[src/rtl/adc_scan_pkg.sv]
// Shared types for the conversion scan sequencer.
package adc_scan_pkg;

    // Scan controller states, in the order a channel passes through them
    typedef enum logic [2:0] {
        SQ_IDLE     = 3'd0,
        SQ_PWRUP    = 3'd1,
        SQ_SELECT   = 3'd2,
        SQ_START    = 3'd3,
        SQ_WAIT_EOC = 3'd4,
        SQ_WAIT_CH  = 3'd5
    } sq_state_t;

endpackage

[src/rtl/adc_scan_pick.sv]
// Lowest-set-bit finder.
// Returns the lowest channel index, at or above from_i, whose bit is set in
// mask_i. found_o is low when no such channel exists. from_i is one bit wider
// than a channel index, so that "past the last channel" can be expressed.
// Purely combinational.
module adc_scan_pick #(
    parameter int N_CH = 8,
    parameter int CH_W = $clog2(N_CH)
) (
    input  logic [N_CH-1:0] mask_i,
    input  logic [CH_W:0]   from_i,
    output logic            found_o,
    output logic [CH_W-1:0] ch_o
);

    // Descending scan so that the lowest qualifying index is written last
    always_comb begin
        found_o = 1'b0;
        ch_o    = '0;
        for (int i = N_CH - 1; i >= 0; i--) begin
            if (mask_i[i] && (i >= int'(from_i))) begin
                found_o = 1'b1;
                ch_o    = CH_W'(i);
            end
        end
    end

endmodule

[src/rtl/adc_scan_poll.sv]
// Bounded poll timer.
// While en_i is high it raises poll_o in the first clock and then every
// gap_i+1 clocks. last_o marks the poll numbered MAX_POLLS (counting from 0),
// so a wait spans at most MAX_POLLS intervals. clr_i restarts the timer and
// must be pulsed in the clock before each new wait begins.
// Assumes gap_i is held stable for the whole wait.
module adc_scan_poll #(
    parameter int GAP_W     = 8,
    parameter int MAX_POLLS = 20
) (
    input  logic             clk,
    input  logic             rst_n,
    input  logic             clr_i,
    input  logic             en_i,
    input  logic [GAP_W-1:0] gap_i,
    output logic             poll_o,
    output logic             last_o
);

    localparam int PC_W = $clog2(MAX_POLLS + 1);

    logic [GAP_W-1:0] gap_cnt_q;
    logic [PC_W-1:0]  polls_q;

    assign poll_o = en_i && (gap_cnt_q == '0);
    assign last_o = (polls_q == PC_W'(MAX_POLLS));

    // Interval counter and count of polls already made in this wait
    always_ff @(posedge clk) begin
        if (!rst_n || clr_i) begin
            gap_cnt_q <= '0;
            polls_q   <= '0;
        end else if (en_i) begin
            gap_cnt_q <= (gap_cnt_q == gap_i) ? '0 : gap_cnt_q + GAP_W'(1);
            if (poll_o && !last_o) begin
                polls_q <= polls_q + PC_W'(1);
            end
        end
    end


    poll_bound_chk: assert property (@(posedge clk) disable iff (!rst_n)
        polls_q <= PC_W'(MAX_POLLS));


    poll_gap_chk: assert property (@(posedge clk) disable iff (!rst_n)
        (en_i && poll_o && !clr_i && (gap_i != '0)) |=> !poll_o);

endmodule

[src/rtl/adc_scan_pack.sv]
// Result packer.
// Fills a working buffer in write order: the n-th write lands in slot n.
// On commit_i it copies the working buffer, including any write made in the
// same clock, to the delivered buffer together with the fill count. The
// delivered buffer never shows a partial scan. clear_i empties the working
// buffer and takes priority over a write in the same clock.
module adc_scan_pack #(
    parameter int N_CH   = 8,
    parameter int DATA_W = 10
) (
    input  logic                        clk,
    input  logic                        rst_n,
    input  logic                        clear_i,
    input  logic                        wr_i,
    input  logic [DATA_W-1:0]           data_i,
    input  logic                        commit_i,
    output logic [N_CH*DATA_W-1:0]      buf_o,
    output logic [$clog2(N_CH+1)-1:0]   count_o
);

    localparam int CNT_W = $clog2(N_CH + 1);
    localparam int BUF_W = N_CH * DATA_W;

    logic [BUF_W-1:0] work_q, work_nxt, out_q;
    logic [CNT_W-1:0] fill_q, fill_nxt, cnt_q;

    // Next fill level of the working buffer
    always_comb begin
        if (clear_i)   fill_nxt = '0;
        else if (wr_i) fill_nxt = fill_q + CNT_W'(1);
        else           fill_nxt = fill_q;
    end

    // One slot update per entry: clear, write at the fill point, or hold
    for (genvar g = 0; g < N_CH; g++) begin : g_slot
        assign work_nxt[g*DATA_W +: DATA_W] =
            clear_i                            ? '0     :
            (wr_i && (fill_q == CNT_W'(g)))    ? data_i :
                                                 work_q[g*DATA_W +: DATA_W];
    end

    // Working state, plus the delivered copy taken at commit
    always_ff @(posedge clk) begin
        if (!rst_n) begin
            work_q <= '0;
            fill_q <= '0;
            out_q  <= '0;
            cnt_q  <= '0;
        end else begin
            work_q <= work_nxt;
            fill_q <= fill_nxt;
            if (commit_i) begin
                out_q <= work_nxt;
                cnt_q <= fill_nxt;
            end
        end
    end

    assign buf_o   = out_q;
    assign count_o = cnt_q;


    slot_range_chk: assert property (@(posedge clk) disable iff (!rst_n)
        (wr_i && !clear_i) |-> (fill_q < CNT_W'(N_CH)));


    hold_result_chk: assert property (@(posedge clk) disable iff (!rst_n)
        !commit_i |=> ($stable(buf_o) && $stable(count_o)));

endmodule

[src/rtl/adc_scan_seq.sv]
// Conversion scan sequencer (top).
// On a trigger it samples the channel set (scan mask minus reserved mask) and
// the poll interval. It powers the converter up, waits PWRUP_CYC clocks, then
// for each channel in ascending order: selects the channel in single mode,
// pulses start, polls for end-of-conversion, polls until the sampled channel
// matches, and stores the code. Any poll that runs out aborts the scan with an
// error pulse. Success delivers the packed buffer with a done pulse. Power is
// dropped as the scan ends either way.
// Assumes the converter clears its end-of-conversion flag on a start.
module adc_scan_seq #(
    parameter int N_CH      = 8,
    parameter int DATA_W    = 10,
    parameter int GAP_W     = 8,
    parameter int MAX_POLLS = 20,
    parameter int PWRUP_CYC = 8
) (
    input  logic                         clk,
    input  logic                         rst_n,
    input  logic                         trig_i,
    input  logic [N_CH-1:0]              scan_mask_i,
    input  logic [N_CH-1:0]              rsvd_mask_i,
    input  logic [GAP_W-1:0]             poll_gap_i,
    output logic                         conv_pwr_o,
    output logic                         conv_single_o,
    output logic [$clog2(N_CH)-1:0]      conv_chan_o,
    output logic                         conv_start_o,
    input  logic                         conv_eoc_i,
    input  logic [$clog2(N_CH)-1:0]      conv_smp_ch_i,
    input  logic [DATA_W-1:0]            conv_data_i,
    output logic                         scan_done_o,
    output logic                         scan_err_o,
    output logic [$clog2(N_CH)-1:0]      err_chan_o,
    output logic [N_CH*DATA_W-1:0]       res_buf_o,
    output logic [$clog2(N_CH+1)-1:0]    res_count_o,
    output logic                         overrun_o
);

    import adc_scan_pkg::*;

    localparam int CH_W = $clog2(N_CH);
    localparam int WT_W = $clog2(PWRUP_CYC + 1);

    sq_state_t        st_q, st_nxt;
    logic [N_CH-1:0]  mask_q;
    logic [GAP_W-1:0] gap_q;
    logic [CH_W-1:0]  cur_q;
    logic [WT_W-1:0]  wait_q;
    logic             done_q, err_q, ovr_q;
    logic [CH_W-1:0]  err_ch_q;

    logic [N_CH-1:0]  eff_mask;
    logic             first_found, next_found;
    logic [CH_W-1:0]  first_ch, next_ch;
    logic             accept, wr, commit, fail, load_next, clr, poll_en;
    logic             poll_now, poll_last;

    assign eff_mask = scan_mask_i & ~rsvd_mask_i;

    // Lowest channel of the incoming set
    adc_scan_pick #(.N_CH(N_CH), .CH_W(CH_W)) u_pick_first (
        .mask_i  (eff_mask),
        .from_i  ('0),
        .found_o (first_found),
        .ch_o    (first_ch)
    );

    // Next channel of the sampled set above the current one
    adc_scan_pick #(.N_CH(N_CH), .CH_W(CH_W)) u_pick_next (
        .mask_i  (mask_q),
        .from_i  ({1'b0, cur_q} + (CH_W+1)'(1)),
        .found_o (next_found),
        .ch_o    (next_ch)
    );

    assign poll_en = (st_q == SQ_WAIT_EOC) || (st_q == SQ_WAIT_CH);

    adc_scan_poll #(.GAP_W(GAP_W), .MAX_POLLS(MAX_POLLS)) u_poll (
        .clk    (clk),
        .rst_n  (rst_n),
        .clr_i  (clr),
        .en_i   (poll_en),
        .gap_i  (gap_q),
        .poll_o (poll_now),
        .last_o (poll_last)
    );

    adc_scan_pack #(.N_CH(N_CH), .DATA_W(DATA_W)) u_pack (
        .clk      (clk),
        .rst_n    (rst_n),
        .clear_i  (accept),
        .wr_i     (wr),
        .data_i   (conv_data_i),
        .commit_i (commit),
        .buf_o    (res_buf_o),
        .count_o  (res_count_o)
    );

    // Next state and the one-clock actions of each transition
    always_comb begin
        st_nxt    = st_q;
        accept    = 1'b0;
        wr        = 1'b0;
        commit    = 1'b0;
        fail      = 1'b0;
        load_next = 1'b0;
        case (st_q)
            SQ_IDLE: begin
                if (trig_i) begin
                    accept = 1'b1;
                    if (first_found) st_nxt = SQ_PWRUP;
                    else             commit = 1'b1;
                end
            end
            SQ_PWRUP: begin
                if (wait_q == WT_W'(PWRUP_CYC - 1)) st_nxt = SQ_SELECT;
            end
            SQ_SELECT: st_nxt = SQ_START;
            SQ_START:  st_nxt = SQ_WAIT_EOC;
            SQ_WAIT_EOC: begin
                if (poll_now) begin
                    if (conv_eoc_i) begin
                        st_nxt = SQ_WAIT_CH;
                    end else if (poll_last) begin
                        st_nxt = SQ_IDLE;
                        fail   = 1'b1;
                    end
                end
            end
            SQ_WAIT_CH: begin
                if (poll_now) begin
                    if (conv_smp_ch_i == cur_q) begin
                        wr = 1'b1;
                        if (next_found) begin
                            st_nxt    = SQ_SELECT;
                            load_next = 1'b1;
                        end else begin
                            st_nxt = SQ_IDLE;
                            commit = 1'b1;
                        end
                    end else if (poll_last) begin
                        st_nxt = SQ_IDLE;
                        fail   = 1'b1;
                    end
                end
            end
            default: st_nxt = SQ_IDLE;
        endcase
        clr = (st_nxt != st_q);
    end

    // State register and per-scan context
    always_ff @(posedge clk) begin
        if (!rst_n) begin
            st_q   <= SQ_IDLE;
            mask_q <= '0;
            gap_q  <= '0;
            cur_q  <= '0;
            wait_q <= '0;
        end else begin
            st_q <= st_nxt;
            if (accept) begin
                mask_q <= eff_mask;
                gap_q  <= poll_gap_i;
                cur_q  <= first_ch;
                wait_q <= '0;
            end else if (st_q == SQ_PWRUP) begin
                wait_q <= wait_q + WT_W'(1);
            end
            if (load_next) cur_q <= next_ch;
        end
    end

    // Completion pulses, failing channel and sticky overrun
    always_ff @(posedge clk) begin
        if (!rst_n) begin
            done_q   <= 1'b0;
            err_q    <= 1'b0;
            err_ch_q <= '0;
            ovr_q    <= 1'b0;
        end else begin
            done_q <= commit;
            err_q  <= fail;
            if (fail) err_ch_q <= cur_q;
            if (trig_i && (st_q != SQ_IDLE)) ovr_q <= 1'b1;
        end
    end

    assign conv_pwr_o    = (st_q != SQ_IDLE);
    assign conv_single_o = (st_q == SQ_SELECT) || (st_q == SQ_START) ||
                           (st_q == SQ_WAIT_EOC) || (st_q == SQ_WAIT_CH);
    assign conv_start_o  = (st_q == SQ_START);
    assign conv_chan_o   = cur_q;
    assign scan_done_o   = done_q;
    assign scan_err_o    = err_q;
    assign err_chan_o    = err_ch_q;
    assign overrun_o     = ovr_q;


    start_gate_chk: assert property (@(posedge clk) disable iff (!rst_n)
        conv_start_o |-> (conv_pwr_o && conv_single_o && $past(conv_single_o)
                          && $stable(conv_chan_o)));


    start_pulse_chk: assert property (@(posedge clk) disable iff (!rst_n)
        conv_start_o |=> !conv_start_o);


    power_off_chk: assert property (@(posedge clk) disable iff (!rst_n)
        (scan_done_o || scan_err_o) |-> !conv_pwr_o);


    pulse_excl_chk: assert property (@(posedge clk) disable iff (!rst_n)
        !(scan_done_o && scan_err_o));


    done_single_chk: assert property (@(posedge clk) disable iff (!rst_n)
        scan_done_o |=> !scan_done_o);


    no_start_after_err_chk: assert property (@(posedge clk) disable iff (!rst_n)
        scan_err_o |-> !conv_start_o);


    overrun_sticky_chk: assert property (@(posedge clk) disable iff (!rst_n)
        overrun_o |=> overrun_o);

endmodule

[config.mk]
export PLATFORM = sky130hd
export DESIGN_NAME = adc_scan_seq
export DESIGN_NICKNAME = d
export VERILOG_FILES = /design/src/rtl/adc_scan_pkg.sv /design/src/rtl/adc_scan_pick.sv /design/src/rtl/adc_scan_poll.sv /design/src/rtl/adc_scan_pack.sv /design/src/rtl/adc_scan_seq.sv
export SDC_FILE = /design/constraint.sdc
export NUM_CORES = 1
export LEC_CHECK = 0
export ABC_AREA = 1
export BUFFER_PORTS_ARGS = -buffer_cell sky130_fd_sc_hd__buf_2
export CORE_MARGIN = 1
export CORE_UTILIZATION = 62
export DETAILED_ROUTE_END_ITERATION = 12
export GPL_TIMING_DRIVEN = 0
export PLACE_DENSITY = 0.89
export RECOVER_POWER = 25
export REMOVE_ABC_BUFFERS = 1
export SKIP_LAST_GASP = 1
export SYNTH_ARGS = -nofsm -noshare
export SYNTH_HDL_FRONTEND = slang
export SYNTH_SLANG_ARGS = --single-unit
export TNS_END_PERCENT = 1
[constraint.sdc]
create_clock -name clk -period 3.15 [get_ports clk]
set_clock_uncertainty 0.05 [all_clocks]
set_input_delay 0.4725 -clock clk [delete_from_list [all_inputs] [get_ports clk]]
set_output_delay 0.4725 -clock clk [all_outputs]
set_load 0.05 [all_outputs]
# == After elaboration in Yosys (flattened, before gate mapping) ==
# Cells that the tools add are included.
# op_classes
addsub,5
n_mul,0
div,0
order_cmp,8
n_eq_ne,17
shift,0
mux,84
bitwise,3
reduce_logical,33
# op_table
operator,count
10-bit 2-to-1 mux,16
3-bit 2-to-1 mux,26
1-bit 2-to-1 mux,35
"4-bit by 3-bit equality test with 1-bit output, second input constant",5
1-bit logical AND,19
3-bit one-hot mux with 6 select lines,1
"3-bit by 4-bit >= comparator with 1-bit output, first input constant",4
"4-bit by 1-bit adder with 4-bit output, second input constant",2
"8-bit by 1-bit adder with 8-bit output, second input constant",1
8-bit bitwise AND,1
"4-bit by 2-bit equality test with 1-bit output, second input constant",2
8-bit equality test,1
"1-bit by 4-bit >= comparator with 1-bit output, first input constant",2
"2-bit by 4-bit >= comparator with 1-bit output, first input constant",2
8-bit logical NOT,1
4-bit 2-to-1 mux,2
8-bit 2-to-1 mux,1
8-bit inverter,1
"3-bit by 2-bit equality test with 1-bit output, second input constant",2
"3-bit equality test, second input constant",2
"5-bit by 1-bit adder with 5-bit output, second input constant",1
"5-bit equality test, second input constant",1
1-bit logical OR,5
"3-bit by 1-bit adder with 4-bit output, second input constant",1
14 further kinds,16
# totals
register_bits,213
latch_bits,0
ramBits,0
mem_bits_ro,0
inputBits,41
output_inout_bits,96
word_cells,165
mem_count,0

# == Longest topological paths before layout ==
# Gate-level depths: netlist (run 1).
# logic_depth
ltp_word,17
ltp_mapped,15
ltp_nobuf,15

# == Modules after synthesis ==
# Synthesis (run 1) repeated with hierarchy kept, for this count alone.
# unflattened
cells_unflattened,1329
area_unflattened_um2,9589.2
# modules_own_cells
module,instances,cells_per_inst,area_per_inst_um2,seq_area_each_um2
adc_scan_pack,1,850,6620.1,3363.2
adc_scan_seq,1,234,1634.1,640.6
adc_scan_poll,1,161,927.1,260.2
adc_scan_pick,2,42,203.9,0.0

# == Worst setup path before layout (run 1) ==
# No wires, ideal clock.
# synth_path
path_kind,reg2out
from,register st_q[0]
to,output conv_single_o
t_arrival_ps,2192
required_time_ps,2627
slack_ps,435
path_stages_with_launch,5
n_path_buf,0
path_cell_list,dfxtp_1 -> inv_2 -> nor3_1 -> nor2_1 -> nand2_1
# synth_between
elab_chain_len,4
elab_cells_between_ends,7
classes_between,eq/ne (4); reduce/logical (3)
# synth_rtl
element,line,rtl
start: declaration,adc_scan_seq.sv:43,"sq_state_t st_q, st_nxt;"
start signal: assignment,adc_scan_seq.sv:160,st_q <= st_nxt;
3-bit by 2-bit equality test with 1-bit output,--,
named net conv_start_o,adc_scan_seq.sv:26,"output logic conv_start_o,"
1-bit logical OR (2 in series),adc_scan_seq.sv:189,assign conv_single_o = (st_q == SQ_SELECT) || (st_q == SQ_START) ||
1-bit logical OR,adc_scan_seq.sv:190,(st_q == SQ_WAIT_EOC) || (st_q == SQ_WAIT_CH);
end: declaration,adc_scan_seq.sv:24,"output logic conv_single_o,"
# The timed path passes the listed nets, and every way through them passes these cells.

# == Worst setup path in the final report (run 1) ==
# layout_path
from,register cur_q[0] (netlist: conv_chan_o[0])
to,register u_pack.out_q[63] (netlist: u_pack.buf_o[63])
# layout_between
elab_chain_len,15
elab_cells_between_ends,36
classes_between,add/sub (1); order compare (8); eq/ne (1); mux (17); reduce/logical (9)
# layout_rtl
element,line,rtl
start: declaration,adc_scan_seq.sv:46,logic [CH_W-1:0] cur_q;
start signal: assignment,adc_scan_seq.sv:164,cur_q <= first_ch;
start signal: assignment,adc_scan_seq.sv:169,if (load_next) cur_q <= next_ch;
3-bit by 1-bit adder with 4-bit output,adc_scan_seq.sv:70,".from_i ({1'b0, cur_q} + (CH_W+1)'(1)),"
3-bit by 4-bit >= comparator with 1-bit output,adc_scan_pick.sv:21,if (mask_i[i] && (i >= int'(from_i))) begin
1-bit logical AND,adc_scan_pick.sv:21,
1-bit 2-to-1 mux (8 in series),adc_scan_pick.sv:21,
1-bit 2-to-1 mux,adc_scan_seq.sv:133,if (next_found) begin
1-bit 2-to-1 mux,adc_scan_seq.sv:131,if (conv_smp_ch_i == cur_q) begin
1-bit 2-to-1 mux,adc_scan_seq.sv:130,if (poll_now) begin
1-bit one-hot mux with 2 select lines,adc_scan_seq.sv:106,case (st_q)
end signal: assignment,adc_scan_pack.sv:53,out_q <= work_nxt;
end: declaration,adc_scan_pack.sv:24,"logic [BUF_W-1:0] work_q, work_nxt, out_q;"
# Several ways; a longest one is shown, not always the timed one.
# A chain may end at the register's enable or synchronous reset.

==> reports/qor.log, run 1 <==
qor: run_status.outcome complete, no violations
qor: setup_path.timing.critical_path.arrival 3.38 ns
qor: cts.root_buffer sky130_fd_sc_hd__clkbuf_16
qor: global_routing.gr-total-overflow 0
qor: die.floorplan.initialDensity 63.5%
qor: finish.nets 1529
qor: run.cap_violations 0
qor: detailed_routing.detail-route-antenna-nets 0
qor: timing.hold_violations 0
qor: timing.final_min_period_over_clock_period 95.1%
qor: synth.synthFlopType sky130_fd_sc_hd__dfxtp_1
qor: die.placement_row_count 45
qor: synth.synth_largest_area_cell sky130_fd_sc_hd__dfxtp_1
qor: finish.drive_above_1_share 10.7%
qor: timing.slew_margin_rel 43.5%
qor: placement.dp_hpwl 14.3 mm
qor: timing.finalSetupTns 0 ns
qor: global_routing.grt_pass1_vias 8166
qor: detailed_routing.number_of_search_and_repair_iterations_in_the_first_detailed_routing_pass 8
qor: timing.setup_violating_endpoint_count_in_the_final_report 0
qor: synth.mappedNetlistArea 9690 um^2
qor: finish.multi_input_area 4560 um^2
qor: die.io_pins 137
qor: die.coreArea 15300 um^2
qor: detailed_routing.dr.first_iter.drc_count 861
qor: cts.clock_tree_from_tritoncts built
qor: die.die_width 127 um
qor: synth.synth.yosys.seq_area_share 44.0%
qor: setup_path.worst_setup_end_kind flip-flop
qor: cts.clock_sink_count 213
qor: cts.insertion_delay_of_the_later_clocked_pin_in_the_worst_skew_pair 0.51 ns
qor: setup_path.crit_start conv_chan_o[0]
qor: global_routing.grtUsageTotal 28.5%
qor: die.die-area 16100 um^2
qor: hold_path.hp-start trig_i
qor: finish.finish.instance_area 11100 um^2
qor: synth.ys_top_cells_by_area sky130_fd_sc_hd__dfxtp_1 44%, sky130_fd_sc_hd__nand2_1 15%, sky130_fd_sc_hd__nor2_1 7.0%
qor: synth.synthArstFlopShare 0%
qor: synth.synthDistinctLibCells 37
qor: cts.post_cts_setup_buffer_count 0
qor: cts.ctsHtreeMaxLevel 1
qor: global_routing.pin_count_of_the_biggest_net_entering_global_routing 86
qor: setup_path.crit_chain inv_1, ha_1, nand2_1, nand3b_1, nand2_1, nor2_2, nand3_4, nand2_8, buf_16, o21ai_0, nor2_1
qor: finish.register_area 4260 um^2
qor: detailed_routing.wl 23.9 mm
qor: setup_path.req_time_crit_path 3.54 ns
qor: timing.worstMarginPinSlew 0.844 ns
qor: placement.place.detailed.instances 1659
qor: finish.antenna_cells_inserted 0
qor: synth.synth-edff-count 0
qor: finish.fin_util 72.6%
qor: setup_path.timing.critical_path.from_type flip-flop
qor: timing.max_freq 334 MHz
qor: setup_path.worst_path_max_delay_cell sky130_fd_sc_hd__dfxtp_1
qor: setup_path.critical_r2r_launch conv_chan_o[0]
qor: synth.synth.yosys.warnings 0
qor: setup_path.timing_worst_setup_path_type reg -> reg
qor: synth.syn-mean-instance-area 7.02 um^2
qor: cts.cts_max_path_buffers 3
qor: timing.timing_max_transition_violations_final 0
qor: detailed_routing.avgViaCountPerCell 5.34
qor: pwr.leakagePower 5.12 nW
qor: pwr.power_per_cell_area 544 nW/um^2
qor: detailed_routing.detailroute.via_count 9086
qor: global_routing.grt_pass1_wl 38.0 mm
qor: finish.areaGrowthSynthToFinish 14.2%
qor: synth.yosysTopAreaCellShare 44.0%
qor: cts.path_clk_slew 0.06 ns
qor: setup_path.timing.critical_path.slowest_cell_delay 0.46 ns
qor: finish.final-instance-count-excl-fill 1701
qor: placement.place.gp.congestion 0.831
qor: detailed_routing.routedWlPerCell 14.1 um
qor: placement.port-buffer-count 136
qor: setup_path.crit_path_frequent_cell sky130_fd_sc_hd__nand2_1
qor: hold_path.hold_class in -> reg
qor: global_routing.initial_antenna_violation_count 0
qor: finish.fill_cells 1231
qor: synth.synthCells 1381
qor: placement.placed_cell_area 10400 um^2
qor: pwr.vdd_drop_max 0.000426 V
qor: timing.rsz0062_at_grt true
qor: cts.clock_buffer_count_from_cts 22
qor: detailed_routing.drc 0
qor: timing.final_period_minus_worst_setup_slack 3.00 ns
qor: setup_path.cp_max_fo 72
qor: synth.synth.ff_latch_count 213
qor: die.die_h 127 um
-- report_power, final --
group / internal (mW) / switching (mW) / total [mW]
registers: 2.76 / 0.0409 / 2.80
logic: 0.158 / 0.468 / 0.625
clock network: 1.55 / 1.05 / 2.60
-- path summary, 6_finish.rpt --
kind | cells past startpoint | slack (ns) | end
worst max-delay path | 11 | 0.15 | u_pack.buf_o[63]
worst min-delay path | 3 | 0.19 | overrun_o
worst max register to register | 11 | 0.15 | u_pack.buf_o[63]
worst min register to register | 2 | 0.41 | mask_q[7]
-- critical path: cells and delay by family (launching register included) --
kind / cells / cell delay [ns]
simple gates: 7 / 1.50
flops: 1 / 0.46
buf+inv: 2 / 0.42
fa+ha+maj: 1 / 0.33
compound gates: 1 / 0.13
-- stage by stage --
stage | hold WS, ns | setup slack, ns | power [mW]
5_1_grt | 0.214 | -0.0639 | 6.22
2_1_floorplan | 0.391 | -1.56 | 3.27
3_3_place_gp | 0.395 | -3.76 | 3.44
6_report | 0.192 | 0.155 | 6.03
3_5_place_dp | 0.407 | -0.293 | 3.47
4_1_cts | 0.182 | -0.206 | 6.04
-- flip-flops by register name (all words and copies together) (netlist names), 4 cells and up --
name / count
u_poll.gap_cnt_q: 8
wait_q: 4
u_pack.buf_o: 80
gap_q: 8
u_pack.work_q: 80
u_pack.count_o: 4
u_poll.polls_q: 5
mask_q: 8
u_pack.fill_q: 4
-- Yosys cell counts, drive strengths merged (3+ instances only) --
cell	number
a21oi	74
buf	36
clkbuf	38
dfxtp	213
ha	13
inv	134
nand2	404
nand3	67
nand3b	44
nand4	17
nor2	195
nor3	10
o21ai	114
or2	3
xnor2	3
xor2	9
-- layout by cell type, fill, tap and decap left out, types with 5 or more instances in the layout --
cell,count
sky130_fd_sc_hd__a21oi_1,74
sky130_fd_sc_hd__nand3_1,58
sky130_fd_sc_hd__nand3_2,8
sky130_fd_sc_hd__nand4_1,17
sky130_fd_sc_hd__nand2_2,6
sky130_fd_sc_hd__nand2_1,395
sky130_fd_sc_hd__o21ai_0,95
sky130_fd_sc_hd__nor2_4,5
sky130_fd_sc_hd__ha_1,13
sky130_fd_sc_hd__xor2_1,9
sky130_fd_sc_hd__clkbuf_1,72
sky130_fd_sc_hd__buf_2,69
sky130_fd_sc_hd__nor2_1,179
sky130_fd_sc_hd__nor2_2,11
sky130_fd_sc_hd__buf_16,5
sky130_fd_sc_hd__dfxtp_1,213
sky130_fd_sc_hd__o21ai_1,18
sky130_fd_sc_hd__inv_1,125
sky130_fd_sc_hd__nor3_1,9
sky130_fd_sc_hd__nand3b_1,44
sky130_fd_sc_hd__clkbuf_16,22
sky130_fd_sc_hd__inv_2,6
-- cells by family after synthesis --
kind of cell / count (synthesis) / share of synthesized area [%]
compound gates: 191 / 9.95
xor+xnor: 12 / 1.08
fa+ha+maj: 13 / 1.68
buf+inv: 209 / 9.58
flops: 213 / 44.0
mux: 1 / 0.116
simple gates: 742 / 33.6
-- cell type report --
type	count	area share, %
clock inverter	7	0.904
inverter	135	4.65
clock buffer	32	5.67
sequential	213	38.5
tap	211	2.38
timing repair buffer	141	6.67
multi-input combinational	962	41.2
-- repair_timing --
item / in CTS / in global routing
endpoints found under the setup margin: 101 / 85
pin swaps: 0 / 2
hold endpoints to repair: 0 / 0
gates resized for setup: 2 / 2
hold buffers: 0 / 0
gates cloned: 0 / 3
-- metal layers --
metal / GRT usage [%] / up-vias / routed length (um)
met5: 0 / - / 0
met4: 10.1 / 0 / 635
met3: 4.10 / 55 / 1680
met2: 48.3 / 347 / 11300
met1: 37.2 / 4144 / 10300
li1: - / 4540 / -
Note: power is estimated with default switching activity, not from simulation.
==> run 2, diff against run 1 <==
--- a/config.mk
+++ b/config.mk
@@ -9,11 +9,13 @@
 export BUFFER_PORTS_ARGS = -buffer_cell sky130_fd_sc_hd__buf_2
 export CORE_MARGIN = 1
 export CORE_UTILIZATION = 62
+export CTS_CLUSTER_SIZE = 40
 export DETAILED_ROUTE_END_ITERATION = 12
 export GPL_TIMING_DRIVEN = 0
 export PLACE_DENSITY = 0.89
 export RECOVER_POWER = 25
 export REMOVE_ABC_BUFFERS = 1
+export SETUP_SLACK_MARGIN = 0.5
 export SKIP_LAST_GASP = 1
 export SYNTH_ARGS = -nofsm -noshare
 export SYNTH_HDL_FRONTEND = slang
==> run 2 against run 1 <==
Effect of this change: global-route usage up 1.1 points; via count is 0.90% higher; die area unchanged; flip-flop and latch count is the same; largest cell class unchanged; largest power group unchanged; highest routed layer unchanged.
==> reports/qor.log, run 2 (synthesis results as in run 1) <==
qor: timing.rsz0062_at_grt true
qor: pwr.leakagePower 5.17 nW [+1.1%]
qor: cts.path_clk_slew 0.06 ns [about the same]
qor: setup_path.req_time_crit_path 3.49 ns [-0.05 ns]
qor: timing.final_period_minus_worst_setup_slack 2.52 ns [-0.476 ns]
qor: detailed_routing.detailroute.via_count 9168 [+0.90%]
qor: detailed_routing.wl 24.7 mm [+3.4%]
qor: placement.place.gp.congestion 0.831 [unchanged]
qor: placement.placed_cell_area 10400 um^2 [unchanged]
qor: finish.areaGrowthSynthToFinish 16.1%
qor: setup_path.critical_r2r_launch st_q[2]
qor: global_routing.grt_pass1_wl 39.2 mm [+3.1%]
qor: die.io_pins 137 [unchanged]
qor: cts.insertion_delay_of_the_later_clocked_pin_in_the_worst_skew_pair 0.50 ns [about the same]
qor: detailed_routing.dr.first_iter.drc_count 807 [-6.3%]
qor: hold_path.hold_class in -> reg
qor: pwr.finalPower 6.06 mW [+0.48%]
qor: cts.cts_max_path_buffers 3 [unchanged]
qor: hold_path.hp-start trig_i
qor: timing.hold_violations 0 [unchanged]
qor: setup_path.cp_max_fo 35 [-51%]
qor: timing.max_freq 397 MHz [+19%]
qor: finish.finish.instance_area 11300 um^2 [+1.7%]
qor: die.die-area 16100 um^2 [unchanged]
qor: die.die_h 127 um [unchanged]
qor: die.coreArea 15300 um^2 [unchanged]
qor: cts.cts_hold_buffers 0 [unchanged]
qor: global_routing.pin_count_of_the_biggest_net_entering_global_routing 86 [unchanged]
qor: global_routing.groute.layer.met3.usage 4.65% [+0.54 points]
qor: cts.clock_tree_from_tritoncts built
qor: finish.most_common_library_cell_in_the_layout_ignoring_fill_and_taps sky130_fd_sc_hd__nand2_1
qor: detailed_routing.drc 0 [unchanged]
qor: global_routing.global_route_met1_utilization 38.6% [+1.4 points]
qor: detailed_routing.detail-route-antenna-nets 0 [unchanged]
qor: setup_path.crit_path_frequent_cell sky130_fd_sc_hd__nand2_1
qor: setup_path.timing_worst_setup_path_type reg -> reg
qor: hold_path.hold-path-endpoint overrun_o
qor: cts.clock_buffer_count_from_cts 22 [unchanged]
qor: finish.nets 1540 [+0.72%]
qor: timing.timing_max_transition_violations_final 0 [unchanged]
qor: timing.setup_violating_endpoint_count_in_the_final_report 0 [unchanged]
qor: die.floorplan.initialDensity 63.5% [unchanged]
qor: timing.slew_margin_rel 47.6% [+4.0 points]
qor: setup_path.timing.critical_path.max_delay_family simple AND/OR/NAND/NOR gates
qor: cts.ctsHtreeMaxLevel 1 [unchanged]
qor: run.cap_violations 0 [unchanged]
qor: placement.dp_hpwl 14.3 mm [unchanged]
qor: setup_path.timing.critical_path.from_type flip-flop
qor: detailed_routing.avgViaCountPerCell 5.36 [+0.25%]
qor: finish.antenna_cells_inserted 0 [unchanged]
qor: pwr.vdd_drop_max 0.000423 V [-0.59%]
qor: global_routing.met2_usage 49.6% [+1.4 points]
qor: setup_path.timing.critical_path.buf_inv 2 [unchanged]
qor: pwr.power_per_cell_area 538 nW/um^2 [-1.2%]
qor: setup_path.regToRegEndpoint u_pack.buf_o[17]
qor: global_routing.initial_antenna_violation_count 0 [unchanged]
qor: cts.root_buffer sky130_fd_sc_hd__clkbuf_16
qor: setup_path.worst_setup_end_kind flip-flop
qor: placement.port-buffer-count 136 [unchanged]
qor: detailed_routing.routedWlPerCell 14.5 um [+2.7%]
qor: global_routing.grtUsageTotal 29.6% [+1.1 points]
qor: timing.final_min_period_over_clock_period 80.0% [-15 points]
qor: global_routing.grt_pass1_vias 8254 [+1.1%]
qor: setup_path.timing.critical_path.slowest_cell_delay 0.42 ns [-0.04 ns]
qor: hold_path.hold-path-cell-count 3 [unchanged]
qor: setup_path.crit_chain inv_1, nor2_4, nand3_1, nor2_4, nand2_4, inv_4, nand2_2, nand2_1, nand2_1, nand2_1, a21oi_1
qor: setup_path.r2r_setup_slack 0.63 ns [+0.48 ns]
qor: cts.clock_sink_count 213 [unchanged]
qor: setup_path.worstRegToRegCells 11 [unchanged]
qor: finish.drive_above_1_share 11.1% [+0.39 points]
qor: setup_path.worst_path_max_delay_cell sky130_fd_sc_hd__dfxtp_1
qor: timing.worstMarginPinSlew 0.784 ns [-0.0603 ns]
qor: setup_path.timing.critical_path.arrival 2.86 ns [-0.52 ns]
qor: finish.commonest_cells_after_routing_fill_and_taps_aside 395 x sky130_fd_sc_hd__nand2_1, 213 x sky130_fd_sc_hd__dfxtp_1, 179 x sky130_fd_sc_hd__nor2_1
qor: die.die_width 127 um [unchanged]
qor: global_routing.gr-total-overflow 0 [unchanged]
qor: global_routing.top_usage_layer met2
qor: run_status.outcome complete, no violations
qor: die.placement_row_count 45 [unchanged]
qor: detailed_routing.number_of_search_and_repair_iterations_in_the_first_detailed_routing_pass 6 [-2]
## run 2: routing by layer
layer  vias to the layer above  wire length [um]
li1                       4574                 -
met1                      4178             10600
met2                       356             11700
met3                        60              1710
met4                         0               704
met5                         -                 0
## run 2: area by class of cell
type / count / area [um^2]
repair buffers: 151 / 850
multi-input cells: 963 / 4630
fillers: 1191 / 4000
clock inverters: 7 / 100
inverters: 135 / 517
well taps: 211 / 264
flip-flops and latches: 213 / 4260
clock buffers: 32 / 628
## run 2: timing repair
item,4_1_cts,5_1_grt
endpoints found under the setup margin,180,149
buffers inserted,1,8
cloned,3,2
pin swaps,2,4
resized for setup,6,7
## run 2: power by group
part           internal, mW  switching [mW]  leakage (nW)
clock network          1.55            1.05         0.358
registers              2.76          0.0413          1.72
logic                 0.176           0.480          3.09
## run 2: worst reg2reg max path, stage by stage, from the launching register on
cell and delay (ns):
sky130_fd_sc_hd__dfxtp_1 0.42, sky130_fd_sc_hd__inv_1 0.13, sky130_fd_sc_hd__nor2_4 0.35, sky130_fd_sc_hd__nand3_1 0.22, sky130_fd_sc_hd__nor2_4 0.25, sky130_fd_sc_hd__nand2_4 0.09
sky130_fd_sc_hd__inv_4 0.30, sky130_fd_sc_hd__nand2_2 0.24, sky130_fd_sc_hd__nand2_1 0.15, sky130_fd_sc_hd__nand2_1 0.07, sky130_fd_sc_hd__nand2_1 0.10, sky130_fd_sc_hd__a21oi_1 0.07
## run 2: how the worst max path moves through the flow
stage             from               end  slack, ns  cells after the start
2_1_floorplan  st_q[0]   u_pack.buf_o[1]      -1.56                      7
3_3_place_gp   st_q[0]  u_pack.buf_o[55]      -3.76                      8
3_5_place_dp    trig_i   u_pack.buf_o[9]      -0.29                      9
4_1_cts        st_q[2]  u_pack.buf_o[60]       0.42                     10
5_1_grt        st_q[2]  u_pack.buf_o[17]       0.47                     11
6_report       st_q[2]  u_pack.buf_o[17]       0.63                     11
## run 2: stage by stage
| step | setup slack [ns] | std cells | hold slack [ns] | util (%) | TNS, ns |
|---|---|---|---|---|---|
| 3_3_place_gp | -3.76 | 1654 | 0.395 | 67.0 | -457.22 |
| 4_1_cts | 0.421 | 1702 | 0.182 | 73.3 | 0 |
| 3_5_place_dp | -0.293 | 1659 | 0.407 | 68.0 | -9.84 |
| 6_report | 0.631 | 1712 | 0.197 | 73.8 | 0 |
| 5_1_grt | 0.465 | 1712 | 0.214 | 73.8 | 0 |
| 2_1_floorplan | -1.56 | 1307 | 0.391 | - | -129.53 |
